$ cat src/rtl/mbc_pkg.sv
package mbc_pkg;

    localparam int ROMW_W = 4;
    localparam int ROWW_W = 3;
    localparam int CNT_W  = 4;
    localparam int MIN_ROW_WAIT = 3;

    typedef enum logic [1:0] {
        BK_ROM0  = 2'd0,
        BK_ROM1  = 2'd1,
        BK_DRAM0 = 2'd2,
        BK_DRAM1 = 2'd3
    } bank_e;

    typedef enum logic [1:0] {
        SQ_IDLE,
        SQ_ROM,
        SQ_ROW,
        SQ_PAGE
    } seq_e;

    typedef struct packed {
        logic              configured;
        logic              map_hi;
        logic [ROMW_W-1:0] rom_wait;
        logic [ROWW_W-1:0] row_wait;
    } cfg_t;

    function automatic logic is_dram(input bank_e b);
        return b[1];
    endfunction

    function automatic logic [2:0] oe_groups(input logic [7:0] be);
        return {|be[7:4], |be[3:2], |be[1:0]};
    endfunction

    function automatic logic [CNT_W-1:0] row_delay(input logic [ROWW_W-1:0] w);
        return (w < ROWW_W'(MIN_ROW_WAIT)) ? CNT_W'(MIN_ROW_WAIT) : CNT_W'(w);
    endfunction

endpackage

$ cat src/rtl/mbc_decode.sv
module mbc_decode
    import mbc_pkg::*;
#(
    parameter int ADDR_W    = 24,
    parameter int PAGE_BITS = 12,
    localparam int ROW_W    = ADDR_W - 2 - PAGE_BITS
) (
    input  logic [ADDR_W-1:PAGE_BITS] addr,
    input  cfg_t                      cfg,
    output bank_e                     bank,
    output logic [ROW_W-1:0]          row
);
    logic [2:0] top3;
    assign top3 = addr[ADDR_W-1:ADDR_W-3];
    assign row  = addr[ADDR_W-3:PAGE_BITS];

    always_comb begin
        if (!cfg.configured) begin
            bank = BK_ROM0;
        end else if (cfg.map_hi) begin
            unique case (top3)
                3'b000, 3'b001: bank = BK_DRAM0;
                3'b010, 3'b011: bank = BK_DRAM1;
                3'b100, 3'b101, 3'b110: bank = BK_ROM1;
                default: bank = BK_ROM0;
            endcase
        end else begin
            unique case (top3)
                3'b000: bank = BK_ROM0;
                3'b001, 3'b010, 3'b011: bank = BK_ROM1;
                3'b100, 3'b101: bank = BK_DRAM1;
                default: bank = BK_DRAM0;
            endcase
        end
    end
endmodule

$ cat src/rtl/mbc_page_track.sv
module mbc_page_track
    import mbc_pkg::*;
#(
    parameter int ROW_W = 10
) (
    input  logic             clk,
    input  logic             rst,
    input  logic             clear,
    input  logic             load,
    input  bank_e            bank,
    input  logic [ROW_W-1:0] row,
    output logic             hit,
    output logic [1:0]       ras
);
    logic             open_q;
    logic             open_bank_q;
    logic [ROW_W-1:0] open_row_q;

    always_ff @(posedge clk) begin
        if (rst || clear) begin
            open_q      <= 1'b0;
            open_bank_q <= 1'b0;
            open_row_q  <= '0;
        end else if (load) begin
            open_q      <= is_dram(bank);
            open_bank_q <= bank[0];
            open_row_q  <= row;
        end
    end

    assign hit = open_q && is_dram(bank) && (open_bank_q == bank[0]) && (open_row_q == row);
    assign ras = open_q ? (2'b01 << open_bank_q) : 2'b00;
endmodule

$ cat src/rtl/mbc_seq.sv
module mbc_seq
    import mbc_pkg::*;
#(
    parameter int BYTES = 8
) (
    input  logic             clk,
    input  logic             rst,
    input  logic             start,
    input  bank_e            bank,
    input  logic             hit,
    input  logic             wr,
    input  logic [BYTES-1:0] be,
    input  cfg_t             cfg,
    output logic             busy,
    output logic [1:0]       rom_cs,
    output logic [1:0]       cas,
    output logic [BYTES-1:0] wr_strb,
    output logic [2:0]       oe,
    output logic             done
);
    seq_e             st_q;
    logic [CNT_W-1:0] cnt_q;
    bank_e            bank_q;
    logic             wr_q;
    logic [BYTES-1:0] be_q;

    always_ff @(posedge clk) begin
        if (rst) begin
            st_q   <= SQ_IDLE;
            cnt_q  <= '0;
            bank_q <= BK_ROM0;
            wr_q   <= 1'b0;
            be_q   <= '0;
        end else begin
            unique case (st_q)
                SQ_IDLE: if (start) begin
                    bank_q <= bank;
                    wr_q   <= wr;
                    be_q   <= be;
                    if (!is_dram(bank)) begin
                        st_q  <= SQ_ROM;
                        cnt_q <= CNT_W'(cfg.rom_wait);
                    end else if (hit) begin
                        st_q  <= SQ_PAGE;
                        cnt_q <= CNT_W'(1);
                    end else begin
                        st_q  <= SQ_ROW;
                        cnt_q <= row_delay(cfg.row_wait) - CNT_W'(1);
                    end
                end
                SQ_ROM: begin
                    if (cnt_q == '0) st_q <= SQ_IDLE;
                    else             cnt_q <= cnt_q - CNT_W'(1);
                end
                SQ_ROW: begin
                    if (cnt_q == '0) begin
                        st_q  <= SQ_PAGE;
                        cnt_q <= CNT_W'(1);
                    end else begin
                        cnt_q <= cnt_q - CNT_W'(1);
                    end
                end
                default: begin
                    if (cnt_q == '0) st_q <= SQ_IDLE;
                    else             cnt_q <= cnt_q - CNT_W'(1);
                end
            endcase
        end
    end

    logic in_rom, in_page;
    assign in_rom  = (st_q == SQ_ROM);
    assign in_page = (st_q == SQ_PAGE);

    assign busy    = (st_q != SQ_IDLE);
    assign rom_cs  = in_rom  ? (2'b01 << bank_q[0]) : 2'b00;
    assign cas     = in_page ? (2'b01 << bank_q[0]) : 2'b00;
    assign wr_strb = (in_page && wr_q) ? be_q : '0;
    assign oe      = ((in_rom || in_page) && !wr_q) ? oe_groups(be_q) : 3'b000;
    assign done    = (in_rom || in_page) && (cnt_q == '0);
endmodule

$ cat src/rtl/banked_mem_ctrl.sv
module banked_mem_ctrl
    import mbc_pkg::*;
#(
    parameter int ADDR_W    = 24,
    parameter int PAGE_BITS = 12,
    parameter int BYTES     = 8,
    localparam int ROW_W    = ADDR_W - 2 - PAGE_BITS
) (
    input  logic                      clk,
    input  logic                      rst,
    input  logic                      cfg_we,
    input  logic                      cfg_map_hi,
    input  logic [ROMW_W-1:0]         cfg_rom_wait,
    input  logic [ROWW_W-1:0]         cfg_row_wait,
    input  logic                      req,
    input  logic [ADDR_W-1:PAGE_BITS] acc_addr,
    input  logic                      acc_wr,
    input  logic [BYTES-1:0]          acc_be,
    output logic [1:0]                rom_cs,
    output logic [1:0]                ras,
    output logic [1:0]                cas,
    output logic [BYTES-1:0]          wr_strb,
    output logic [2:0]                oe,
    output logic                      done
);
    cfg_t             cfg_q;
    bank_e            dec_bank;
    logic [ROW_W-1:0] dec_row;
    logic             row_hit;
    logic             busy;
    logic             accept;

    always_ff @(posedge clk) begin
        if (rst) begin
            cfg_q <= '{configured: 1'b0, map_hi: 1'b1,
                       rom_wait: ROMW_W'(7), row_wait: ROWW_W'(7)};
        end else if (cfg_we) begin
            cfg_q <= '{configured: 1'b1, map_hi: cfg_map_hi,
                       rom_wait: cfg_rom_wait, row_wait: cfg_row_wait};
        end
    end

    assign accept = req && !busy && !cfg_we;

    mbc_decode #(.ADDR_W(ADDR_W), .PAGE_BITS(PAGE_BITS)) u_dec (
        .addr (acc_addr),
        .cfg  (cfg_q),
        .bank (dec_bank),
        .row  (dec_row)
    );

    mbc_page_track #(.ROW_W(ROW_W)) u_trk (
        .clk   (clk),
        .rst   (rst),
        .clear (cfg_we),
        .load  (accept),
        .bank  (dec_bank),
        .row   (dec_row),
        .hit   (row_hit),
        .ras   (ras)
    );

    mbc_seq #(.BYTES(BYTES)) u_seq (
        .clk     (clk),
        .rst     (rst),
        .start   (accept),
        .bank    (dec_bank),
        .hit     (row_hit),
        .wr      (acc_wr),
        .be      (acc_be),
        .cfg     (cfg_q),
        .busy    (busy),
        .rom_cs  (rom_cs),
        .cas     (cas),
        .wr_strb (wr_strb),
        .oe      (oe),
        .done    (done)
    );
endmodule

$ cat config.mk
export PLATFORM = sky130hd
export DESIGN_NAME = banked_mem_ctrl
export DESIGN_NICKNAME = d
export VERILOG_FILES = /design/src/rtl/mbc_pkg.sv /design/src/rtl/mbc_decode.sv /design/src/rtl/mbc_page_track.sv /design/src/rtl/mbc_seq.sv /design/src/rtl/banked_mem_ctrl.sv
export SDC_FILE = /design/constraint.sdc
export NUM_CORES = 1
export LEC_CHECK = 0
export BUFFER_PORTS_ARGS = -buffer_cell sky130_fd_sc_hd__buf_2
export CORE_ASPECT_RATIO = 0.6
export CORE_MARGIN = 2
export CORE_UTILIZATION = 47
export DETAILED_ROUTE_END_ITERATION = 12
export GPL_ROUTABILITY_DRIVEN = 0
export HOLD_SLACK_MARGIN = 0.15
export PLACE_DENSITY = 0.82
export REMOVE_ABC_BUFFERS = 1
export SETUP_SLACK_MARGIN = 0.5
export SKIP_LAST_GASP = 1
export SLEW_MARGIN = 20
export SYNTH_ARGS = -nofsm -noshare
export SYNTH_HDL_FRONTEND = slang
export SYNTH_SLANG_ARGS = --single-unit
$ cat constraint.sdc
create_clock -name clk -period 1.55 [get_ports clk]
set_clock_uncertainty 0.1 [all_clocks]
set_input_delay 0.0775 -clock clk [delete_from_list [all_inputs] [get_ports clk]]
set_output_delay 0.0775 -clock clk [all_outputs]
set_load 0.02 [all_outputs]
==> impl_metrics.toml <==
[run_status]
status = "finished, violations left"
violations = "negative setup slack"

[critical_path]
rr_worst_depth = 5
crit_family = "simple AND/OR/NAND/NOR gates"
timing.rr.end = "u_seq.cnt_q[1]"
cp_num_buf_inv = 0
start_kind = "flop"
regToRegSetupSlack_ps = -350
critical_path.slowest_cell = "dfxtp_1"
timing.rr.start = "u_trk.open_row_q[7]"
cp-end-kind = "flop"
endpoint = "u_seq.cnt_q[1]"
slowest_delay_ps = 450
cp_max_fo = 4
required_ps = 1640
startpoint = "u_trk.open_row_q[7]"
crit_cells = 5
crit_arrival_ps = 1990
cp_cell_sequence = "xnor2_1 > nand4_1 > nor4_1 > nand3_2 > a21o_1"
crit_type = "flop to flop"

[cells_and_area]
final_common_cell = "nand2_1"
layout_common_cells = "nand2_1 (37), buf_2 (33), buf_4 (32)"
n_antenna_cell = 0
register_area_um2 = 767
layout-drive-gt1-share_pct = 51.8
syn_to_final_growth_pct = 82.8
fillCellCount = 117
final_cell_area_mm2 = 0.00348
multiInputGateArea_mm2 = 0.00147
layout.nets = 397

[power]
p_sw_w = 0.00144
internal_power_w = 0.00232
power_frac_seq_pct = 32.8
total_power_w = 0.00376
pwr-share-clk_pct = 18.5
max-vdd-ir-drop_mv = 0.881
powerDensity_mw_per_mm2 = 1080
leakagePower_nw = 1.49
switching_share_pct = 38.4
combPwrFrac_pct = 48.7

[clock_tree]
cts_buffer_depth = 2
ctsHoldBuffers = 30
cts.sinks = 37
h-tree-depth = 2
numCtsBuffers = 5
cts_tree = "yes"
cts-root-buf = "clkbuf_8"
clock_latency_ps = 310
clk_pin_slew_ps = 70

[timing]
hold_violations = 0
slew_headroom_pct = 66.3
drv_slew = 0
fin_ws_ps = -345
tightestPinTransition_ps = 501
fmax_mhz = 528
setup_tns_ps = -2150
finalCritPeriodShare_pct = 122
rsz0062_at_grt = "true"
setup_violations = 21
finalCriticalPeriod_ps = 1900

[place]
port_buffers = 50
dp_hpwl_um = 3310
postPlaceCellArea_mm2 = 0.00234

[routing]
wl_per_cell_um = 23.2
drt-initial-drc-count = 293
vias = 2551
first_pass_iters = 7
route.detailed.vias_per_inst = 6.22
drc_errors = 0
ant_nets = 0
drt_wl_total_um = 9520

[yosys]
synth.cell_area_mm2 = 0.00190
synthArstFlopShare_pct = 0
synth_warnings = 0
yosysTopAreaCell = "dfxtp_1"
synth_edf_count = 0
ys_seq_elements = 37
ys_seq_area_share_pct = 38.9
netlist_instances = 240
synth_area_leaders = "dfxtp_1 (39%), nand2_1 (9.7%), a21oi_1 (7.1%), nor2_1 (3.7%), xnor2_1 (3.7%)"
synth_top_area_share_pct = 38.9
synth.distinct_cells = 43
synth_flop_cell = "dfxtp_1"
syn_area_per_cell_um2 = 7.93

[grt]
grt_max_degree = 15
antenna_found_initial = 0
grt.overflow.total = 0
grt_pass1_vias = 2100
grt_pass1_wl_um = 10100
track_usage_pct = 30.0

[floorplan]
die_h_um = 53.3
row_count = 17
core-area_mm2 = 0.00376
fp.dieW_um = 86.2
ios = 51
floorplan.initialDensity_pct = 50.6
die_area_mm2 = 0.00459

[job]
drv_cap = 0

[min_path]
hold_path.class = "input port to flop"
cell type report:
class | count | area share [%]
sequential | 37 | 22.0
tap | 47 | 1.69
timing repair buffer | 127 | 31.5
multi-input combinational | 189 | 42.2
inverter | 2 | 0.216
clock buffer | 8 | 2.30
synth_stat cells, types with 3 or more instances:
cell / instances
nand2_1: 49
dfxtp_1: 37
a21oi_1: 27
nor2_1: 19
nor2b_1: 11
and2_1: 10
xnor2_1: 8
a211o_1: 7
clkbuf_1: 7
xor2_1: 6
nor3_1: 5
nor4_1: 4
a31oi_1: 3
and3_1: 3
buf_1: 3
buf_2: 3
nor3b_1: 3
o21ai_0: 3
or2_2: 3
worst register-to-register path, stage by stage, from the launching register on:
cell and delay, ps:
dfxtp_1 450, xnor2_1 180, nand4_1 170, nor4_1 410
nand3_2 230, a21o_1 240
power by group through the flow:
stage                     Combinational (W)  Clock [W]  Sequential, W
final                               0.00183   0.000697        0.00123
after global routing                0.00190   0.000731        0.00123
after CTS                           0.00126   0.000661        0.00117
after detailed placement           0.000934          0        0.00116
after global placement             0.000912          0        0.00116
after floorplan                    0.000530          0        0.00116
flip-flops by register name, summed over array words and instances (netlist names):
signal	flops
u_seq.cnt_q	4
u_trk.open_q	1
u_seq.wr_q	1
u_seq.st_q	2
u_trk.open_bank_q	1
u_seq.bank_q	1
u_seq.be_q	8
u_trk.open_row_q	10
cfg_q	9
worst min-delay path by stage:
stage	startpoint	end	slack, ps	depth (start not counted)
2_1_floorplan	rst	u_seq.bank_q[0]	50	1
3_3_place_gp	cfg_rom_wait[1]	cfg_q[4]	180	2
3_5_place_dp	cfg_row_wait[2]	cfg_q[2]	190	2
4_1_cts	rst	cfg_q[0]	130	2
5_1_grt	rst	cfg_q[5]	120	2
6_report	rst	cfg_q[7]	120	2
metrics by stage:
stage | instances | utilization [%] | setup WS (ps) | hold WS [ps]
detailed placement | 346 | 62.1 | -240 | 193
global route | 410 | 92.5 | -382 | 125
floorplan | 227 | - | -584 | 46.6
global placement | 346 | 62.1 | -142 | 182
finish | 410 | 92.5 | -345 | 116
CTS | 394 | 78.9 | -135 | 129
per-layer routing:
layer	wire [um]	vias up	part of all wire, %	global-route usage, %
li1	-	1067	-	-
met3	1040	83	11	9.52
met2	4160	238	44	49.7
met4	739	0	7.8	14.8
met1	3580	1163	38	35.6
met5	0	-	0	0
cells by family after synthesis:
kind of cell             after synthesis  synth area share (%)
multiplexers                           1                 0.526
buffers and inverters                 15                  3.15
AND/OR/NAND/NOR                      123                  33.6
adder cells (fa/ha/maj)                2                  1.31
AO/OA/AOI/OAI                         48                  16.0
flip-flops                            37                  38.9
XOR/XNOR                              14                  6.44
repair_timing:
action,CTS,global route
pin swaps,12,38
hold endpoints to repair,30,6
cloned,1,1
setup buffers,9,15
setup endpoints to repair,46,49
resized for setup,50,108
Power figures use the tool's default switching activity.
